## src/rtl/sbus_pkg.sv

```systemverilog
package sbus_pkg;
  localparam int BYTE_W = 8;

  typedef enum logic [3:0] {
    ST_IDLE,
    ST_ADDR,
    ST_ADDR_CHK,
    ST_SACK,
    ST_WADDR,
    ST_WADDR_CHK,
    ST_TX,
    ST_TX_END,
    ST_MACK,
    ST_MACK_OK,
    ST_IGNORE
  } sbus_state_t;

  typedef enum logic [1:0] {
    PH_WR,
    PH_RD,
    PH_PTR
  } sbus_phase_t;
endpackage

```

## src/rtl/sbus_line_sense.sv

```systemverilog
module sbus_line_sense #(
  parameter int SYNC_STAGES = 2
) (
  input  logic clk,
  input  logic rst_n,
  input  logic scl_i,
  input  logic sda_i,
  output logic scl_s,
  output logic sda_s,
  output logic scl_rise,
  output logic scl_fall,
  output logic start_p,
  output logic stop_p
);
  logic [SYNC_STAGES-1:0] scl_chain;
  logic [SYNC_STAGES-1:0] sda_chain;
  logic scl_d;
  logic sda_d;

  generate
    if (SYNC_STAGES == 1) begin : g_one
      always_ff @(posedge clk or negedge rst_n) begin
        if (!rst_n) begin
          scl_chain <= '1;
          sda_chain <= '1;
        end else begin
          scl_chain <= scl_i;
          sda_chain <= sda_i;
        end
      end
    end else begin : g_many
      always_ff @(posedge clk or negedge rst_n) begin
        if (!rst_n) begin
          scl_chain <= '1;
          sda_chain <= '1;
        end else begin
          scl_chain <= {scl_chain[SYNC_STAGES-2:0], scl_i};
          sda_chain <= {sda_chain[SYNC_STAGES-2:0], sda_i};
        end
      end
    end
  endgenerate

  assign scl_s = scl_chain[SYNC_STAGES-1];
  assign sda_s = sda_chain[SYNC_STAGES-1];

  always_ff @(posedge clk or negedge rst_n) begin
    if (!rst_n) begin
      scl_d <= 1'b1;
      sda_d <= 1'b1;
    end else begin
      scl_d <= scl_s;
      sda_d <= sda_s;
    end
  end

  assign scl_rise = scl_s & ~scl_d;
  assign scl_fall = ~scl_s & scl_d;
  assign start_p  = scl_s & scl_d & sda_d & ~sda_s;
  assign stop_p   = scl_s & scl_d & ~sda_d & sda_s;
endmodule

```

## src/rtl/sbus_engine.sv

```systemverilog
module sbus_engine
  import sbus_pkg::*;
#(
  parameter int            ADDR_W     = 5,
  parameter logic [6:0]    SLAVE_ADDR = 7'h2C
) (
  input  logic              clk,
  input  logic              rst_n,
  input  logic              sda_s,
  input  logic              scl_rise,
  input  logic              scl_fall,
  input  logic              start_p,
  input  logic              stop_p,
  input  logic [BYTE_W-1:0] rdata,
  output logic              sda_oe,
  output logic [ADDR_W-1:0] ptr,
  output logic              ignoring,
  output logic              loading
);
  localparam logic [2:0] LAST_BIT = 3'(BYTE_W - 1);

  sbus_state_t        state, state_n;
  sbus_phase_t        phase, phase_n;
  logic [2:0]         cnt, cnt_n;
  logic [BYTE_W-1:0]  sh, sh_n;
  logic [ADDR_W-1:0]  ptr_n;
  logic               oe_n;

  always_comb begin
    state_n = state;
    phase_n = phase;
    cnt_n   = cnt;
    sh_n    = sh;
    ptr_n   = ptr;
    oe_n    = sda_oe;
    if (stop_p) begin
      state_n = ST_IDLE;
      oe_n    = 1'b0;
    end else if (start_p) begin
      state_n = ST_ADDR;
      cnt_n   = '0;
      oe_n    = 1'b0;
    end else begin
      unique case (state)
        ST_ADDR, ST_WADDR: begin
          if (scl_rise) begin
            sh_n = {sh[BYTE_W-2:0], sda_s};
            if (cnt == LAST_BIT) state_n = (state == ST_ADDR) ? ST_ADDR_CHK : ST_WADDR_CHK;
            else                 cnt_n   = cnt + 3'd1;
          end
        end
        ST_ADDR_CHK: begin
          if (scl_fall) begin
            if (sh[BYTE_W-1:1] == SLAVE_ADDR) begin
              oe_n    = 1'b1;
              phase_n = sh[0] ? PH_RD : PH_WR;
              state_n = ST_SACK;
            end else begin
              state_n = ST_IGNORE;
            end
          end
        end
        ST_WADDR_CHK: begin
          if (scl_fall) begin
            ptr_n   = sh[ADDR_W-1:0];
            oe_n    = 1'b1;
            phase_n = PH_PTR;
            state_n = ST_SACK;
          end
        end
        ST_SACK: begin
          if (scl_fall) begin
            oe_n  = 1'b0;
            cnt_n = '0;
            unique case (phase)
              PH_WR:   state_n = ST_WADDR;
              PH_RD: begin
                sh_n    = rdata;
                oe_n    = ~rdata[BYTE_W-1];
                state_n = ST_TX;
              end
              default: state_n = ST_IGNORE;
            endcase
          end
        end
        ST_TX: begin
          if (scl_rise) begin
            if (cnt == LAST_BIT) state_n = ST_TX_END;
            else                 cnt_n   = cnt + 3'd1;
          end else if (scl_fall) begin
            sh_n = {sh[BYTE_W-2:0], 1'b0};
            oe_n = ~sh[BYTE_W-2];
          end
        end
        ST_TX_END: begin
          if (scl_fall) begin
            oe_n    = 1'b0;
            ptr_n   = ptr + 1'b1;
            state_n = ST_MACK;
          end
        end
        ST_MACK: begin
          if (scl_rise) state_n = sda_s ? ST_IGNORE : ST_MACK_OK;
        end
        ST_MACK_OK: begin
          if (scl_fall) begin
            sh_n    = rdata;
            oe_n    = ~rdata[BYTE_W-1];
            cnt_n   = '0;
            state_n = ST_TX;
          end
        end
        default: ;
      endcase
    end
  end

  always_ff @(posedge clk or negedge rst_n) begin
    if (!rst_n) begin
      state  <= ST_IDLE;
      phase  <= PH_WR;
      cnt    <= '0;
      sh     <= '0;
      ptr    <= '0;
      sda_oe <= 1'b0;
    end else begin
      state  <= state_n;
      phase  <= phase_n;
      cnt    <= cnt_n;
      sh     <= sh_n;
      ptr    <= ptr_n;
      sda_oe <= oe_n;
    end
  end

  assign ignoring = (state == ST_IGNORE);
  assign loading  = (state == ST_WADDR_CHK);
endmodule

```

## src/rtl/sbus_read_slave.sv

```systemverilog
module sbus_read_slave #(
  parameter int         ADDR_W      = 5,
  parameter logic [6:0] SLAVE_ADDR  = 7'h2C,
  parameter int         SYNC_STAGES = 2
) (
  input  logic              clk,
  input  logic              rst_n,
  input  logic              scl_i,
  input  logic              sda_i,
  output logic              sda_oe,
  output logic [ADDR_W-1:0] reg_addr,
  input  logic [7:0]        reg_rdata
);
  logic [1:0] rst_pipe;
  logic       rst_sync_n;
  logic       scl_sync, sda_sync;
  logic       scl_rise, scl_fall, start_p, stop_p;
  logic       ignoring, loading;

  always_ff @(posedge clk or negedge rst_n) begin
    if (!rst_n) rst_pipe <= 2'b00;
    else        rst_pipe <= {rst_pipe[0], 1'b1};
  end
  assign rst_sync_n = rst_pipe[1];

  sbus_line_sense #(.SYNC_STAGES(SYNC_STAGES)) u_sense (
    .clk      (clk),
    .rst_n    (rst_sync_n),
    .scl_i    (scl_i),
    .sda_i    (sda_i),
    .scl_s    (scl_sync),
    .sda_s    (sda_sync),
    .scl_rise (scl_rise),
    .scl_fall (scl_fall),
    .start_p  (start_p),
    .stop_p   (stop_p)
  );

  sbus_engine #(.ADDR_W(ADDR_W), .SLAVE_ADDR(SLAVE_ADDR)) u_engine (
    .clk      (clk),
    .rst_n    (rst_sync_n),
    .sda_s    (sda_sync),
    .scl_rise (scl_rise),
    .scl_fall (scl_fall),
    .start_p  (start_p),
    .stop_p   (stop_p),
    .rdata    (reg_rdata),
    .sda_oe   (sda_oe),
    .ptr      (reg_addr),
    .ignoring (ignoring),
    .loading  (loading)
  );
endmodule

```

## config.mk

```make
export PLATFORM = sky130hd
export DESIGN_NAME = sbus_read_slave
export DESIGN_NICKNAME = d
export VERILOG_FILES = /design/src/rtl/sbus_pkg.sv /design/src/rtl/sbus_line_sense.sv /design/src/rtl/sbus_engine.sv /design/src/rtl/sbus_read_slave.sv
export SDC_FILE = /design/constraint.sdc
export NUM_CORES = 1
export LEC_CHECK = 0
export ABC_AREA = 1
export BUFFER_PORTS_ARGS = -buffer_cell sky130_fd_sc_hd__buf_2
export CAP_MARGIN = 15
export CELL_PAD_IN_SITES_DETAIL_PLACEMENT = 2
export CELL_PAD_IN_SITES_GLOBAL_PLACEMENT = 2
export CORE_ASPECT_RATIO = 0.75
export CORE_UTILIZATION = 36
export CTS_CLUSTER_DIAMETER = 120
export CTS_CLUSTER_SIZE = 25
export DETAILED_ROUTE_END_ITERATION = 10
export GPL_TIMING_DRIVEN = 0
export PLACE_DENSITY_LB_ADDON = 0.25
export SLEW_MARGIN = 20
export SYNTH_ARGS = -nofsm -noshare
export SYNTH_HDL_FRONTEND = slang
export SYNTH_SLANG_ARGS = --single-unit
export TNS_END_PERCENT = 5
```

## constraint.sdc

```tcl
create_clock -name clk -period 2.8 [get_ports clk]
set_input_delay 0.56 -clock clk [delete_from_list [all_inputs] [get_ports clk]]
set_output_delay 0.56 -clock clk [all_outputs]
set_load 0.1 [all_outputs]
```

==> impl_metrics.yaml, run 1 <==
clock_network:
  cts_setup_buffers: 0
  cts_buffers: 5
  cts.reportedPaths.clkPinSlew_ns: 0.07
  clock-sinks: 31
  cts_root_buf: "clkbuf_8"
  htreeDepth: 2
  ctsHoldBuffers: 0
  clock_latency_ns: 0.29
  cts_resized: 0
  cts_tree: "yes"
  clk_path_buf_depth: 2
placed_design:
  placed_cells: 351
  gp_congestion: 0.829
  dpl_cell_area_um2: 2110
  post-dp-hpwl_um: 4640
  pre_cts_ws_ns: 0.822
  port_buffers: 17
synth:
  netlist_top_cells_area: "dfrtp_1 32%, nand2_1 15%, dfstp_2 8.2%"
  ys.flop_type: "dfrtp_1"
  syn_area_um2: 1930
  yosysTopAreaCellShare_pct: 32.4
  syn_inst: 262
  yosysSeqAreaShare_pct: 40.6
  synthArstFlopShare_pct: 100
  yosys.area.top_type: "dfrtp_1"
  ys_warn_count: 0
  synth-seq-cells: 31
  synth_fp_nets: 277
  synth_edf_count: 0
  postSynthAreaPerCell_um2: 7.36
  synthDistinctLibCells: 30
cells_and_area:
  final_cell_count_no_fill: 359
  post-route-util_pct: 44.1
  syn_to_final_growth_pct: 14.5
  final_common_cell: "nand2_1"
  final_cell_area_um2: 2210
  multi_input_area_um2: 988
  fin_nets: 301
  layout_common_cells: "76 x nand2_1, 27 x inv_1, 26 x nor2_1, 24 x nand3_1, 24 x dfrtp_1"
  antenna_cells: 0
  seqCellArea_um2: 785
  fillCellCount: 615
  post_route_cells_drive_above_1_share_pct: 23.0
timing:
  timing_hold_violations_final: 0
  fin_crit_sh_pct: 73.9
  finalClockSkew_ns: 0.00995
  tightest_slew_ns: 0.673
  fin_setup_tns_ns: 0
  max_slew_margin_pct: 55.1
  clock.fmax_mhz: 483
  grt_setup_unrepaired: "false"
  fin_hold_ws_ns: 0.0369
  finalSetupViolCount: 0
  min_period_ns: 2.07
  layout_setup_ws_ns: 0.731
  drv_slew: 0
drt:
  wl_um: 6290
  dr.pass1.iters: 4
  wl_per_cell_um: 17.5
  num_vias: 1865
  via_per_inst: 5.19
  drt_iter0_markers: 66
  postRouteAntennaNets: 0
  drc: 0
worst_setup_path:
  crit_required_ns: 2.97
  criticalPathCategory: "flop to flop"
  critPathCaptureType: "flop"
  rr_endpoint: "u_engine.sda_oe"
  path_max_fanout: 9
  path_delay_family: "simple AND/OR/NAND/NOR gates"
  arrival_ns: 2.24
  crit_buf_inv: 2
  r2r_slack_ns: 0.73
  startpoint: "u_sense.sda_chain[1]"
  critical-path-slowest-cell: "dfstp_2"
  crit_path_frequent_cell: "nand2_1"
  cpPeakStageDelay_ns: 0.59
  crit_chain: "inv_1 > nor2_1 > nand2_1 > nand2_1 > clkinv_1 > nand2_1 > nand2_1 > nand2_1 > nand2_1"
  rr_startpoint: "u_sense.sda_chain[1]"
  start_kind: "flop"
  r2r_cells: 9
power_and_ir_drop:
  intPower_mw: 1.37
  peakVddDrop_v: 0.000611
  clockPowerShare_pct: 13.4
  leakagePower_nw: 1.13
  switchingPower_mw: 1.64
  totalPowerFinal_mw: 3.01
  comb_power_share_pct: 61.0
  sw_frac_of_total_pct: 54.4
  power_density_nw_per_um2: 1360
  power_frac_seq_pct: 25.7
global_route:
  grt_pass1_wl_um: 10700
  antenna_found_initial: 0
  grt_pass1_vias: 2010
  grt_usage_pct: 25.7
  overflow: 0
  grt_max_degree: 30
floorplan:
  die_area_um2: 5660
  fp.dieH_um: 65.4
  io_pins: 18
  num_rows: 22
  fp.dieW_um: 86.5
  core_area_um2: 5010
  initial_core_util_pct: 38.5
hold_path:
  hp-class: "input port to async pin"
flow_run:
  cap_viol_max_count: 0
status:
  status: "completed"
[power by group through the flow]
stage	sequential, mW	clock, mW	combinational [mW]
2_1_floorplan	1.05	0	1.13
5_1_grt	0.794	0.435	2.03
3_5_place_dp	0.778	0	1.82
3_3_place_gp	0.770	0	1.74
6_report	0.773	0.403	1.84
4_1_cts	0.775	0.417	1.85
[layout make-up]
class / instances / area share [%]
sequential: 31 / 35.5
tap: 72 / 4.08
buffer: 4 / 2.04
inverter: 30 / 5.10
clock inverter: 1 / 0.340
multi-input combinational: 197 / 44.7
clock buffer: 7 / 4.36
timing repair buffer: 17 / 3.85
[worst max-delay path by stage]
stage                     slack (ns)  cells after the start                end
after global placement          0.91                      9  u_engine.phase[0]
after detailed placement        0.82                      9  u_engine.phase[0]
after global routing            0.57                      9  u_engine.phase[0]
after floorplan                 1.08                      5    u_engine.ptr[3]
after CTS                       0.74                      9    u_engine.sda_oe
final                           0.73                      9    u_engine.sda_oe
[registers in the layout, summed over array words and instances (netlist names)]
name,cells
u_sense.sda_d,1
u_engine.ptr,5
u_engine.cnt,3
u_engine.sh,8
u_engine.phase,2
u_sense.scl_d,1
rst_pipe,2
u_engine.state,4
u_engine.sda_oe,1
u_sense.scl_chain,2
u_sense.sda_chain,2
[worst reg2reg max path, stage by stage (launching register included)]
cell	delay, ns
dfstp_2	0.59
inv_1	0.12
nor2_1	0.12
nand2_1	0.14
nand2_1	0.21
clkinv_1	0.33
nand2_1	0.21
nand2_1	0.09
nand2_1	0.07
nand2_1	0.05
[synth_stat cells, types with 3 or more instances]
cell     instances
nor2_2           6
nand2_4          3
dfstp_2          6
dfrtp_1         25
o21ai_0         14
nand2_1         76
nor2_4           3
inv_1           27
o22ai_1          3
nor2_1          26
o21ai_1          4
a21oi_1         11
nand2_2          5
ha_1             3
nand3_2          3
a21oi_2          7
nand3_1         24
[per-layer routing]
layer / global-route usage (%) / vias up / share of wire [%]
met5: 0 / - / 0
met4: 7.50 / 0 / 1.3
met3: 4.27 / 9 / 3.0
met2: 41.0 / 29 / 45
met1: 35.9 / 947 / 51
li1: - / 880 / -
[cell families after synthesis]
family	share of synthesized area, %
flip-flops	40.6
adder cells (fa/ha/maj)	1.95
AO/OA/AOI/OAI	12.4
AND/OR/NAND/NOR	36.3
buffers and inverters	8.17
XOR/XNOR	0.454
other	0.194
Power figures use the tool's default switching activity.
==> run 2: changes to the inputs <==
--- a/config.mk
+++ b/config.mk
@@ -11,7 +11,7 @@
 export CELL_PAD_IN_SITES_DETAIL_PLACEMENT = 2
 export CELL_PAD_IN_SITES_GLOBAL_PLACEMENT = 2
 export CORE_ASPECT_RATIO = 0.75
-export CORE_UTILIZATION = 36
+export CORE_UTILIZATION = 30
 export CTS_CLUSTER_DIAMETER = 120
 export CTS_CLUSTER_SIZE = 25
 export DETAILED_ROUTE_END_ITERATION = 10
==> constraint.sdc (replaced) <==
create_clock -name clk -period 1.8 [get_ports clk]
set_input_delay 0.36 -clock clk [delete_from_list [all_inputs] [get_ports clk]]
set_output_delay 0.36 -clock clk [all_outputs]
set_load 0.1 [all_outputs]
==> run 2 against run 1 <==
Effect of this change: count of clock-buffer cells in the layout unchanged; setup slack lost 0.63 ns; final cell count increased by 2.8%; clock power grew 71%; combinational power increased by 68%.
==> impl_metrics.yaml, run 2 (same netlist as run 1, synthesis figures left out) <==
cells_and_area:
  fin_nets: 305
  largestRegisters: "u_engine.sh: 8 flops, u_engine.ptr: 5 flops, u_engine.state: 4 flops"
  regMostFlops: "u_engine.sh"
  largest_reg_flops: 8
  multi_input_area_um2: 1090
  layout_common_cells: "69 x nand2_1, 27 x inv_1, 22 x nand3_1, 21 x dfrtp_1, 20 x nor2_1"
  antenna_cells: 0
  syn_to_final_growth_pct: 22.9
  fillCellCount: 705
  final_cell_area_um2: 2370
  seqCellArea_um2: 788
  final_common_cell: "nand2_1"
  post_route_cells_drive_above_1_share_pct: 30.2
  post-route-util_pct: 39.5
timing:
  fin_crit_sh_pct: 94.5
  drv_slew: 0
  clock.fmax_mhz: 588
  fin_hold_ws_ns: 0.169
  min_period_ns: 1.70
  finalClockSkew_ns: 0.00295
  finalSetupViolCount: 0
  tightest_slew_ns: 0.663
  max_slew_margin_pct: 55.8
  grt_setup_unrepaired: "true"
  layout_setup_ws_ns: 0.0992
  fin_setup_tns_ns: 0
  timing_hold_violations_final: 0
drt:
  met3_length_um: 179
  postRouteAntennaNets: 0
  wl_met2_um: 2750
  top_layer: "met4"
  via_per_inst: 4.99
  routedLengthMet1_um: 3110
  drc: 0
  wl_per_cell_um: 16.5
  dr.pass1.iters: 4
  num_vias: 1841
  drt_iter0_markers: 47
  wl_um: 6100
worst_setup_path:
  critPathCaptureType: "flop"
  start_kind: "flop"
  arrival_ns: 1.93
  crit_required_ns: 2.02
  rr_startpoint: "u_engine.state[2]"
  criticalPathCategory: "flop to flop"
  r2r_cells: 10
  rr_endpoint: "u_engine.sda_oe"
  path_max_fanout: 10
  r2r_slack_ns: 0.1
power_and_ir_drop:
  intPower_mw: 2.35
  peakVddDrop_v: 0.000775
  comb_power_share_pct: 61.9
  clockPowerShare_pct: 13.8
  power_density_nw_per_um2: 2110
  leakagePower_nw: 1.18
  power_frac_seq_pct: 24.3
  sw_frac_of_total_pct: 53.0
  switchingPower_mw: 2.66
global_route:
  overflow: 0
  antenna_found_initial: 0
  grt_pass1_wl_um: 9920
  grt_usage_pct: 19.7
  grt_pass1_vias: 1935
  grt_max_degree: 30
clock_network:
  cts.reportedPaths.clkPinSlew_ns: 0.07
  cts_root_buf: "clkbuf_8"
  cts_buffers: 5
  clk_path_buf_depth: 2
  clock-sinks: 31
  htreeDepth: 2
  clock_latency_ns: 0.29
  cts_tree: "yes"
placed_design:
  port_buffers: 17
  post-dp-hpwl_um: 4660
  pre_cts_ws_ns: -0.153
  gp_congestion: 0.817
  dpl_cell_area_um2: 2110
floorplan:
  io_pins: 18
  core_area_um2: 6010
  fp.dieH_um: 71.5
  die_area_um2: 6760
  initial_core_util_pct: 32.1
  fp.dieW_um: 94.6
  num_rows: 24
flow_run:
  cap_viol_max_count: 0
status:
  status: "completed"
hold_path:
  min-delay-start: "sda_i"
  hp-class: "input port to flop"
  whs_path_depth: 1
  whs_endpoint: "u_sense.sda_chain[0]"
run 2: changes by cell type in the layout (fill, tap and decap cells not counted), sizes merged:
cell and delta:
dlygate4sd3 +1, buf +3, clkinv -1, inv +1, bufinv +1, clkinvlp -1
run 2: worst max-delay path, cell delays in order (launching register included):
cell,delay [ns]
dfrtp_2,0.46
buf_4,0.16
nor2_4,0.17
nand2_2,0.12
nand2_4,0.12
buf_8,0.14
buf_6,0.14
nand2_1,0.07
nand3_1,0.07
nand4_1,0.10
nand2_1,0.08
run 2: how the worst max path moves through the flow:
stage                                    to  slack, ns  cells after the start            startpoint
after global placement    u_engine.phase[0]      -0.12                      9  u_sense.sda_chain[1]
final                       u_engine.sda_oe        0.1                     10     u_engine.state[2]
after floorplan             u_engine.ptr[3]       0.08                      5       u_engine.ptr[2]
after global routing      u_engine.state[2]      -0.03                     11     u_engine.state[2]
after CTS                   u_engine.cnt[0]      0.007                      9     u_engine.state[1]
after detailed placement  u_engine.phase[0]      -0.15                      9  u_sense.sda_chain[1]
run 2: final cells by class:
type	instances	share of cell area, %
Clock inverter	1	1.27
Buffer	4	2.22
Multi-Input combinational cell	197	46.1
Clock buffer	7	3.22
Timing Repair Buffer	21	4.96
Sequential cell	31	33.2
Tap cell	78	4.12
Inverter	30	4.85
run 2: power by group through the flow:
stage | combinational (mW) | clock (mW) | sequential [mW]
4_1_cts | 2.87 | 0.711 | 1.22
5_1_grt | 3.43 | 0.729 | 1.25
2_1_floorplan | 1.75 | 0 | 1.63
3_5_place_dp | 2.81 | 0 | 1.23
3_3_place_gp | 2.73 | 0 | 1.20
6_report | 3.10 | 0.691 | 1.22
run 2: routing by layer:
layer  up-vias  global-route usage [%]
li1        895                       -
met1       919                    28.7
met2        22                    30.3
met3         5                    3.18
met4         0                    5.56
met5         -                       0
run 2: what timing repair did:
| item | 4_1_cts | 5_1_grt |
|---|---|---|
| hold buffers | 1 | 0 |
| pin swaps | 0 | 5 |
| buffers inserted | 0 | 3 |
| resized for setup | 7 | 28 |
| endpoints found under the hold margin | 2 | 0 |
| setup endpoints to repair | 17 | 18 |
run 2: stage by stage:
stage	total power, mW	instances
2_1_floorplan	3.38	262
3_3_place_gp	3.93	357
3_5_place_dp	4.04	357
4_1_cts	4.80	366
5_1_grt	5.41	369
6_report	5.01	369
==> run 3: changes to the inputs <==
--- a/config.mk
+++ b/config.mk
@@ -10,7 +10,7 @@
 export CAP_MARGIN = 15
 export CELL_PAD_IN_SITES_DETAIL_PLACEMENT = 2
 export CELL_PAD_IN_SITES_GLOBAL_PLACEMENT = 2
-export CORE_ASPECT_RATIO = 0.75
+export CORE_ASPECT_RATIO = 1.2
 export CORE_UTILIZATION = 30
 export CTS_CLUSTER_DIAMETER = 120
 export CTS_CLUSTER_SIZE = 25
==> run 3 against run 2 <==
Effect of this change: sequential power about the same; count of clock-buffer cells in the layout stayed put; clock power down 7.4%; via count fell by 0.71%; first-iteration DRC count is 4.3% higher; final cell count grew 0.27%; setup slack worse by 0.014 ns; routed wire length down 5.4%; sequential share of layout area is 1.2 points higher; design area is 3.4% lower; largest cell class unchanged.
==> impl_metrics.yaml, run 3 (same netlist as run 1, synthesis figures left out) <==
timing:
  tightest_slew_ns: 0.663
  finalSetupViolCount: 0
  finalClockSkew_ns: 0.00511
  timing_hold_violations_final: 0
  clock.fmax_mhz: 583
  min_period_ns: 1.71
  grt_setup_unrepaired: "true"
  drv_slew: 0
  fin_hold_ws_ns: 0.163
  fin_crit_sh_pct: 95.3
  max_slew_margin_pct: 55.8
drt:
  via_per_inst: 4.94
  drt_iter0_markers: 49
  num_vias: 1828
  postRouteAntennaNets: 0
  drc: 0
  wl_per_cell_um: 15.6
  wl_um: 5770
  dr.pass1.iters: 4
worst_setup_path:
  critPathCaptureType: "flop"
  rr_startpoint: "u_engine.state[0]"
  criticalPathCategory: "flop to flop"
  start_kind: "flop"
  path_delay_family: "simple AND/OR/NAND/NOR gates"
  r2r_cells: 11
  crit_chain: "inv_2 > nor2_4 > nand2_1 > nand2_1 > nand2_2 > nand3_2 > nor2_4 > nand2_4 > buf_12 > nor2_2 > a21oi_2"
  startpoint: "u_engine.state[0]"
  crit_buf_inv: 2
  critical-path-slowest-cell: "dfrtp_2"
  endpoint: "u_engine.sh[4]"
  rr_endpoint: "u_engine.sh[4]"
  crit_required_ns: 1.98
  r2r_slack_ns: 0.09
  path_depth: 11
  cpPeakStageDelay_ns: 0.49
  arrival_ns: 1.90
  path_max_fanout: 10
placed_design:
  port_buffers: 17
  post-dp-hpwl_um: 4350
  gp_congestion: 0.841
floorplan:
  fp.dieH_um: 89.9
  die_area_um2: 6760
  initial_core_util_pct: 31.5
  io_pins: 18
  fp.dieW_um: 75.2
  core_area_um2: 6130
  num_rows: 31
cells_and_area:
  syn_to_final_growth_pct: 18.7
  largest_reg_flops: 8
  regMostFlops: "u_engine.sh"
  multi_input_area_um2: 1030
  antenna_cells: 0
  fin_nets: 302
  fillCellCount: 772
  post_route_cells_drive_above_1_share_pct: 28.1
  seqCellArea_um2: 788
  layout_common_cells: "73 x nand2_1, 26 x inv_1, 23 x nand3_1, 21 x dfrtp_1, 20 x nor2_1"
  final_common_cell: "nand2_1"
  largestRegisters: "u_engine.sh: 8 flops, u_engine.ptr: 5 flops, u_engine.state: 4 flops"
clock_network:
  htreeDepth: 2
  cts.reportedPaths.clkPinSlew_ns: 0.07
  clock-sinks: 31
  cts_tree: "yes"
  cts_setup_buffers: 0
  cts_root_buf: "clkbuf_8"
  cts_buffers: 5
  clock_latency_ns: 0.29
  clk_path_buf_depth: 2
hold_path:
  hp-class: "input port to flop"
power_and_ir_drop:
  peakVddDrop_v: 0.00101
  intPower_mw: 2.20
  clockPowerShare_pct: 13.5
  switchingPower_mw: 2.54
  power_frac_seq_pct: 25.5
  sw_frac_of_total_pct: 53.6
  leakagePower_nw: 1.15
  power_density_nw_per_um2: 2070
  comb_power_share_pct: 61.0
  totalPowerFinal_mw: 4.75
global_route:
  grt_usage_pct: 18.8
  grt_max_degree: 30
  grt_pass1_vias: 1988
  antenna_found_initial: 0
  grt_pass1_wl_um: 9580
  overflow: 0
flow_run:
  cap_viol_max_count: 0
status:
  status: "completed"
==> run 3: final cells by class <==
cell class | instances | area share [%]
Tap cell | 82 | 4.48
Timing Repair Buffer | 18 | 4.15
Clock inverter | 1 | 0.328
Multi-Input combinational cell | 197 | 45.1
Buffer | 4 | 2.18
Inverter | 30 | 5.13
Clock buffer | 7 | 4.21
Sequential cell | 31 | 34.4
==> run 3: power by group through the flow <==
stage                     clock network [mW]  logic [mW]  registers (mW)
after floorplan                            0        1.75            1.63
after global placement                     0        2.73            1.20
after detailed placement                   0        2.80            1.21
after CTS                              0.655        2.85            1.21
after global routing                   0.686        3.22            1.25
final                                  0.640        2.90            1.21
==> run 3: routing by layer <==
layer	track usage, %	share of wire [%]	vias to the layer above
li1	-	-	885
met1	22.2	43	912
met2	33.6	54	23
met3	3.70	1.9	8
met4	5.25	1.5	0
met5	0	0	-
==> run 3: repair_timing <==
item | CTS | global route
setup endpoints to repair | 11 | 17
pin swaps | 0 | 1
resized for setup | 7 | 14
hold buffers | 1 | 0
hold endpoints to repair | 2 | 0
==> run 3: worst reg2reg max path: stages (launching register included) <==
cell and delay (ns):
dfrtp_2 0.49, inv_2 0.11, nor2_4 0.05, nand2_1 0.15, nand2_1 0.10, nand2_2 0.08, nand3_2 0.09, nor2_4 0.17
nand2_4 0.10, buf_12 0.16, nor2_2 0.09, a21oi_2 0.04
==> run 3: through the flow <==
| step | area, µm² | instances | TNS, ns | setup WS (ns) | utilization, % |
|---|---|---|---|---|---|
| floorplan | 1930 | 262 | 0 | 0.0812 | - |
| global placement | 2120 | 361 | -0.359 | -0.137 | 34.5 |
| detailed placement | 2120 | 361 | -0.715 | -0.209 | 34.6 |
| CTS | 2250 | 370 | 0 | 0.0149 | 36.7 |
| global route | 2290 | 370 | -0.221 | -0.0367 | 37.4 |
| finish | 2290 | 370 | 0 | 0.0853 | 37.4 |
==> run 3: worst min path at each step <==
stage / cells past startpoint / from / slack (ns) / end
global placement: 1 / rst_n / 0.15 / rst_pipe[1]
finish: 1 / sda_i / 0.16 / u_sense.sda_chain[0]
CTS: 1 / sda_i / 0.16 / u_sense.sda_chain[0]
global route: 1 / sda_i / 0.15 / u_sense.sda_chain[0]
detailed placement: 1 / rst_n / 0.16 / rst_pipe[0]
floorplan: 0 / rst_n / 0.06 / rst_pipe[0]
